[src/rtl/sirq_pkg.sv]
// Shared constants and types for the serial interrupt router.
// Assumes five engine error inputs plus one overrun source.
package sirq_pkg;
    localparam int NUM_ERR  = 6;       // five engine errors plus overrun
    localparam int ERR_PAR  = 2;       // parity error position
    localparam int ERR_OVR  = 5;       // overrun position
    localparam int VEC_W    = 5;
    localparam logic [VEC_W-1:0] VEC_ERR = 5'h1F;

    typedef enum logic [1:0] {
        RA_ENABLE = 2'd0,
        RA_SELECT = 2'd1,
        RA_FLAGS  = 2'd2,
        RA_VECTOR = 2'd3
    } reg_addr_t;
endpackage

[src/rtl/sirq_slot_status.sv]
// Per-slot empty/overrun tracking for the receive buffer.
// Observes the RAM write port and the slot-read strobe; a read and a write
// of the same slot in one cycle are ordered read-then-write.
module sirq_slot_status #(
    parameter int NUM_SLOTS = 16,
    localparam int AW = $clog2(NUM_SLOTS)
) (
    input  logic                 clk,
    input  logic                 rst_n,
    input  logic                 wr_en,
    input  logic [AW-1:0]        wr_addr,
    input  logic                 rd_en,
    input  logic [AW-1:0]        rd_addr,
    output logic [NUM_SLOTS-1:0] empty_o,
    output logic [NUM_SLOTS-1:0] ovr_o,
    output logic                 ovr_event_o
);
    logic [NUM_SLOTS-1:0] slot_evt;

    for (genvar i = 0; i < NUM_SLOTS; i++) begin : g_slot
        logic hit_w, hit_r;
        assign hit_w = wr_en && (wr_addr == AW'(i));
        assign hit_r = rd_en && (rd_addr == AW'(i));
        // An overrun needs a write into a slot not freed in this cycle.
        assign slot_evt[i] = hit_w && !hit_r && !empty_o[i];

        // Update this slot's empty and overrun bits.
        always_ff @(posedge clk) begin
            if (!rst_n) begin
                empty_o[i] <= 1'b1;
                ovr_o[i]   <= 1'b0;
            end else if (hit_w) begin
                empty_o[i] <= 1'b0;
                ovr_o[i]   <= hit_r ? 1'b0 : (ovr_o[i] | !empty_o[i]);
            end else if (hit_r) begin
                empty_o[i] <= 1'b1;
                ovr_o[i]   <= 1'b0;
            end
        end
    end

    assign ovr_event_o = |slot_evt;
endmodule

[src/rtl/sirq_flag_bank.sv]
// Write-one-to-clear event flags; a set in the same cycle beats a clear.
module sirq_flag_bank #(
    parameter int WIDTH = 14
) (
    input  logic             clk,
    input  logic             rst_n,
    input  logic [WIDTH-1:0] set_i,
    input  logic [WIDTH-1:0] clr_i,
    output logic [WIDTH-1:0] flags_o
);
    // Latch new events and drop the bits software acknowledged.
    always_ff @(posedge clk) begin
        if (!rst_n) flags_o <= '0;
        else        flags_o <= (flags_o & ~clr_i) | set_i;
    end
endmodule

[src/rtl/sirq_level_arb.sv]
// Per-line line drive and vector selection.
// The vector ignores enables; the line honours them. Group events outrank
// errors, lower groups outrank higher, completion outranks suspension.
module sirq_level_arb
    import sirq_pkg::*;
#(
    parameter int NUM_GROUPS = 4,
    localparam int EVW      = NUM_ERR + 2 * NUM_GROUPS,
    localparam int DONE_LSB = NUM_ERR,
    localparam int SUSP_LSB = NUM_ERR + NUM_GROUPS
) (
    input  logic [EVW-1:0]              flags_i,
    input  logic [EVW-1:0]              en_i,
    input  logic [EVW-1:0]              sel_i,
    output logic [1:0]                  line_o,
    output logic [1:0][VEC_W-1:0]       vec_o
);
    for (genvar L = 0; L < 2; L++) begin : g_line
        logic [EVW-1:0]   mapped;
        logic [VEC_W-1:0] vec;

        assign mapped    = flags_i & ((L == 1) ? sel_i : ~sel_i);
        assign line_o[L] = |(mapped & en_i);

        // Walk from lowest priority to highest so the last hit wins.
        always_comb begin
            vec = '0;
            if (|mapped[NUM_ERR-1:0]) vec = VEC_ERR;
            for (int g = NUM_GROUPS - 1; g >= 0; g--) begin
                if (mapped[SUSP_LSB + g]) vec = VEC_W'(2 * g + 2);
                if (mapped[DONE_LSB + g]) vec = VEC_W'(2 * g + 1);
            end
        end

        assign vec_o[L] = vec;
    end
endmodule

[src/rtl/sirq_router.sv]
// Top of the two-line serial interrupt router.
// Holds the enable/select/mode registers, gathers event pulses into the
// flag bank and presents per-line vectors. Assumes single-cycle pulses.
module sirq_router
    import sirq_pkg::*;
#(
    parameter int NUM_SLOTS  = 16,
    parameter int NUM_GROUPS = 4,
    localparam int AW  = $clog2(NUM_SLOTS),
    localparam int EVW = NUM_ERR + 2 * NUM_GROUPS
) (
    input  logic                  clk,
    input  logic                  rst_n,
    input  logic [NUM_GROUPS-1:0] grp_done_i,
    input  logic [NUM_GROUPS-1:0] grp_susp_i,
    input  logic [NUM_ERR-2:0]    err_i,
    input  logic                  rxw_en_i,
    input  logic [AW-1:0]         rxw_addr_i,
    input  logic                  rxr_en_i,
    input  logic [AW-1:0]         rxr_addr_i,
    input  logic                  reg_we_i,
    input  logic [1:0]            reg_addr_i,
    input  logic [31:0]           reg_wdata_i,
    output logic [31:0]           reg_rdata_o,
    output logic [1:0]            irq_line_o,
    output logic                  uerr_o,
    output logic [NUM_SLOTS-1:0]  slot_empty_o,
    output logic [NUM_SLOTS-1:0]  slot_ovr_o
);
    logic [EVW-1:0]         en_q, sel_q, flags_q, ev_set, ev_clr;
    logic                   mb_q, par_q, ovr_evt;
    logic [1:0][VEC_W-1:0]  vec;
    reg_addr_t              ra;

    assign ra = reg_addr_t'(reg_addr_i);

    sirq_slot_status #(.NUM_SLOTS(NUM_SLOTS)) u_slots (
        .clk        (clk),
        .rst_n      (rst_n),
        .wr_en      (rxw_en_i),
        .wr_addr    (rxw_addr_i),
        .rd_en      (rxr_en_i),
        .rd_addr    (rxr_addr_i),
        .empty_o    (slot_empty_o),
        .ovr_o      (slot_ovr_o),
        .ovr_event_o(ovr_evt)
    );

    assign ev_set = {grp_susp_i, grp_done_i, ovr_evt, err_i};
    assign ev_clr = (reg_we_i && ra == RA_FLAGS) ? reg_wdata_i[EVW-1:0] : '0;

    sirq_flag_bank #(.WIDTH(EVW)) u_flags (
        .clk    (clk),
        .rst_n  (rst_n),
        .set_i  (ev_set),
        .clr_i  (ev_clr),
        .flags_o(flags_q)
    );

    // Software-written enable, select and mode registers.
    always_ff @(posedge clk) begin
        if (!rst_n) begin
            en_q  <= '0;
            sel_q <= '0;
            mb_q  <= 1'b0;
            par_q <= 1'b0;
        end else if (reg_we_i) begin
            if (ra == RA_ENABLE) begin
                en_q  <= reg_wdata_i[EVW-1:0];
                mb_q  <= reg_wdata_i[EVW];
                par_q <= reg_wdata_i[EVW+1];
            end
            if (ra == RA_SELECT) sel_q <= reg_wdata_i[EVW-1:0];
        end
    end

    sirq_level_arb #(.NUM_GROUPS(NUM_GROUPS)) u_arb (
        .flags_i(flags_q),
        .en_i   (en_q),
        .sel_i  (sel_q),
        .line_o (irq_line_o),
        .vec_o  (vec)
    );

    assign uerr_o = mb_q && par_q && flags_q[ERR_PAR];

    // Combinational register read mux.
    always_comb begin
        reg_rdata_o = '0;
        unique case (ra)
            RA_ENABLE: reg_rdata_o[EVW+1:0] = {par_q, mb_q, en_q};
            RA_SELECT: reg_rdata_o[EVW-1:0] = sel_q;
            RA_FLAGS:  reg_rdata_o[EVW-1:0] = flags_q;
            RA_VECTOR: begin
                reg_rdata_o[VEC_W-1:0]   = vec[0];
                reg_rdata_o[8+:VEC_W]    = vec[1];
            end
        endcase
    end
endmodule

[config.mk]
export PLATFORM = sky130hd
export DESIGN_NAME = sirq_router
export DESIGN_NICKNAME = d
export VERILOG_FILES = /design/src/rtl/sirq_pkg.sv /design/src/rtl/sirq_slot_status.sv /design/src/rtl/sirq_flag_bank.sv /design/src/rtl/sirq_level_arb.sv /design/src/rtl/sirq_router.sv
export SDC_FILE = /design/constraint.sdc
export NUM_CORES = 1
export LEC_CHECK = 0
export ABC_AREA = 0
export BUFFER_PORTS_ARGS = -buffer_cell sky130_fd_sc_hd__buf_4
export CORE_ASPECT_RATIO = 1.4
export CORE_MARGIN = 2
export CORE_UTILIZATION = 55
export DETAILED_ROUTE_END_ITERATION = 8
export PLACE_DENSITY = 0.87
export SYNTH_ARGS = -nofsm -noshare
export SYNTH_HDL_FRONTEND = slang
export SYNTH_SLANG_ARGS = --single-unit
[constraint.sdc]
create_clock -name clk -period 3 [get_ports clk]
set_clock_uncertainty 0.05 [all_clocks]
set_input_delay 0.6 -clock clk [delete_from_list [all_inputs] [get_ports clk]]
set_output_delay 0.6 -clock clk [all_outputs]
set_load 0.02 [all_outputs]
==> reports/metrics.yaml <==
sta:
  max-slew-margin-rel_pct: 49.4
  tightest_slew_ns: 0.760
  tns_ns: 0
  hold_viol_final: 0
  report.final.slew_viol_count: 0
  setup_violations: 0
  period_needed_ns: 2.81
  fmax_mhz: 355
  finalCritPeriodShare_pct: 93.8
  rsz0062_at_grt: "false"
setup_path:
  worst_setup_path_end_kind: "primary output"
  arrival_ns: 2.16
  r2r-start: "u_slots.empty_o[2]"
  r2r-end: "u_flags.flags_o[5]"
  reg2regPathDepth: 5
  rrSetupSlack_ns: 1.47
  start_kind: "register"
  crit_required_ns: 2.35
  critical_path_class: "reg -> out"
  path_max_fanout: 6
placed_design:
  portBuffers: 94
  place_area_mm2: 0.00474
  gp_congestion: 0.943
  dp_hpwl_um: 9100
final_layout:
  syn2layout_area_growth_pct: 21.6
  final_nets: 671
  drive_gt1_share_pct: 22.1
  stdcell_area_mm2: 0.00496
  diodes: 0
  fill_cells: 634
  layout_commonest_cell: "nand2_1"
  most-common-layout-cells: "108 x nand2_1, 98 x buf_4, 76 x dfxtp_1"
  regArea_mm2: 0.00152
  multiInputGateArea_mm2: 0.00231
outcome:
  outcome: "completed"
pwr:
  clkPwrFrac_pct: 37.5
  p_leak_nw: 1.97
  ir_drop_uv: 341
  share_comb_of_total_power_pct: 15.9
  p_sw_share_pct: 28.6
  internal_power_mw: 1.66
  p_switching_mw: 0.664
  seqPwrFrac_pct: 46.6
  power_density_mw_per_mm2: 468
  p_total_mw: 2.32
synth:
  ys_ff_latch: 76
  seq_area_frac_synth_pct: 37.3
  ys.flop_type: "dfxtp_1"
  async_flop_share_pct: 0
  synth_cell_types: 50
  ys_warn_count: 0
  netlist_area_mm2: 0.00408
  syn_inst: 533
  syn_avg_cell_area_um2: 7.66
  synth_edf_count: 0
cts:
  cts_resized: 0
  clk_pin_slew_ns: 0.08
  clk_path_buf_depth: 2
  cts_tree: "done"
  cts_sinks: 76
  clock_latency_ns: 0.36
  cts_setup_buffers: 0
  cts-root-buf: "clkbuf_8"
  cts_max_level: 3
  cts.hold.buffers_added: 0
  cts_made_buffers: 9
routing:
  ant_nets: 0
  drt_wl_total_um: 12500
  avgViaCountPerCell: 6.12
  dr.first_iter.drc_count: 445
  drc_errors: 0
  dr.pass1.iters: 5
  routedWlPerCell_um: 17.5
  via_count: 4363
die:
  die-area_mm2: 0.00814
  core_mm2: 0.00727
  die_height_um: 106
  start_util_pct: 56.2
  die_w_um: 76.8
  io_pins: 127
  num_rows: 37
global_route:
  grt_busiest_layer: "met2"
  grt_pass1_wl_um: 20000
  grt_usage_pct: 31.1
  antenna_found_initial: 0
  grt_max_degree: 77
  grt_util_met3_pct: 7.47
  met1_usage_pct: 34.0
  use_met2_pct: 53.8
  gr-total-overflow: 0
  grt_pass1_vias: 4110
worst_hold_path:
  hp-class: "in -> reg"
  holdPathEnd: "u_flags.flags_o[2]"
  worstHoldStart: "err_i[2]"
  hold_depth: 2
flow_run:
  maxCapViolCount: 0
[cells in the mapped netlist (2+ instances only)]
library cell,number,area [µm²]
buf_2,8,40.0
nand2_1,108,405
and2_1,5,31.3
mux2_2,2,22.5
o21a_1,11,82.6
o2111ai_1,4,35.0
a22oi_1,6,45.0
mux2i_1,4,40.0
a21boi_0,30,225
inv_1,14,52.6
dfxtp_1,76,1520
nand3b_1,7,52.6
o22a_1,6,52.6
nand3_1,11,55.1
a31oi_1,3,18.8
nand2b_1,8,50.1
clkbuf_1,19,71.3
or2_2,3,18.8
a21oi_1,27,135
nor3_2,2,20.0
nor3_1,27,135
nor2_1,36,135
buf_4,17,128
or3b_1,2,17.5
o31a_1,2,17.5
a21o_1,2,15.0
o22ai_1,23,144
or3_1,2,12.5
o21ai_0,21,105
and3_1,4,25.0
nor3b_1,3,22.5
o221a_2,13,146
nor2b_1,10,62.6
[worst max path at each step]
stage	startpoint	end	slack, ns	cells after the start
after global routing	sel_q[3]	reg_rdata_o[1]	0.06	6
final	sel_q[3]	reg_rdata_o[1]	0.19	6
after floorplan	reg_addr_i[0]	reg_rdata_o[13]	0.66	4
after detailed placement	reg_addr_i[1]	reg_rdata_o[11]	0.37	8
after global placement	reg_addr_i[1]	reg_rdata_o[11]	0.41	8
after CTS	u_flags.flags_o[1]	reg_rdata_o[1]	0.22	7
[power by group through the flow]
stage | combinational, mW | sequential, mW | clock [mW]
global route | 0.400 | 1.09 | 0.924
finish | 0.370 | 1.08 | 0.871
global placement | 0.356 | 1.10 | 0
detailed placement | 0.364 | 1.10 | 0
CTS | 0.365 | 1.08 | 0.886
floorplan | 0.238 | 1.10 | 0
[registers in the layout, summed over array words and instances, names as in the netlist]
register         flops
sel_q               14
u_slots.empty_o     16
u_slots.ovr_o       16
mb_q                 1
u_flags.flags_o     14
par_q                1
en_q                14
[critical path, cell delays in order, from the launching register on]
cell and delay [ns]:
dfxtp_1 0.45, o22ai_1 0.15, o31ai_1 0.54, a311oi_1 0.17, o21ai_0 0.23, a21oi_1 0.10, buf_4 0.16
[metrics by stage]
stage | hold WS [ns] | std cells | util, % | setup slack (ns)
final | 0.398 | 713 | 68.3 | 0.185
after global routing | 0.379 | 713 | 68.3 | 0.0573
after CTS | 0.387 | 713 | 68.3 | 0.222
after detailed placement | 0.436 | 697 | 65.2 | 0.367
after global placement | 0.408 | 697 | 65.2 | 0.408
after floorplan | 0.393 | 548 | - | 0.658
[final cells by class]
type | count | share of cell area, %
flip-flops and latches | 76 | 30.7
repair buffers | 98 | 14.8
well taps | 97 | 2.45
multi-input cells | 412 | 46.5
clock buffers | 9 | 2.50
clock inverters | 7 | 1.99
inverters | 14 | 1.06
[cells by family (layout without fill, tap and decap cells)]
kind of cell	Yosys count	after routing	share of synthesized area [%]
multiplexers	6	6	1.53
AO/OA/AOI/OAI	158	158	27.1
flip-flops	76	76	37.3
AND/OR/NAND/NOR	232	232	26.5
buffers and inverters	60	128	7.51
other	1	16	0.0919
[per-layer routing]
layer  wire (µm)  part of all wire (%)
met5           0                     0
met1        4540                    36
met2        6340                    51
met3         988                   7.9
met4         617                   4.9
No activity file was read; power rests on OpenSTA's default activity.
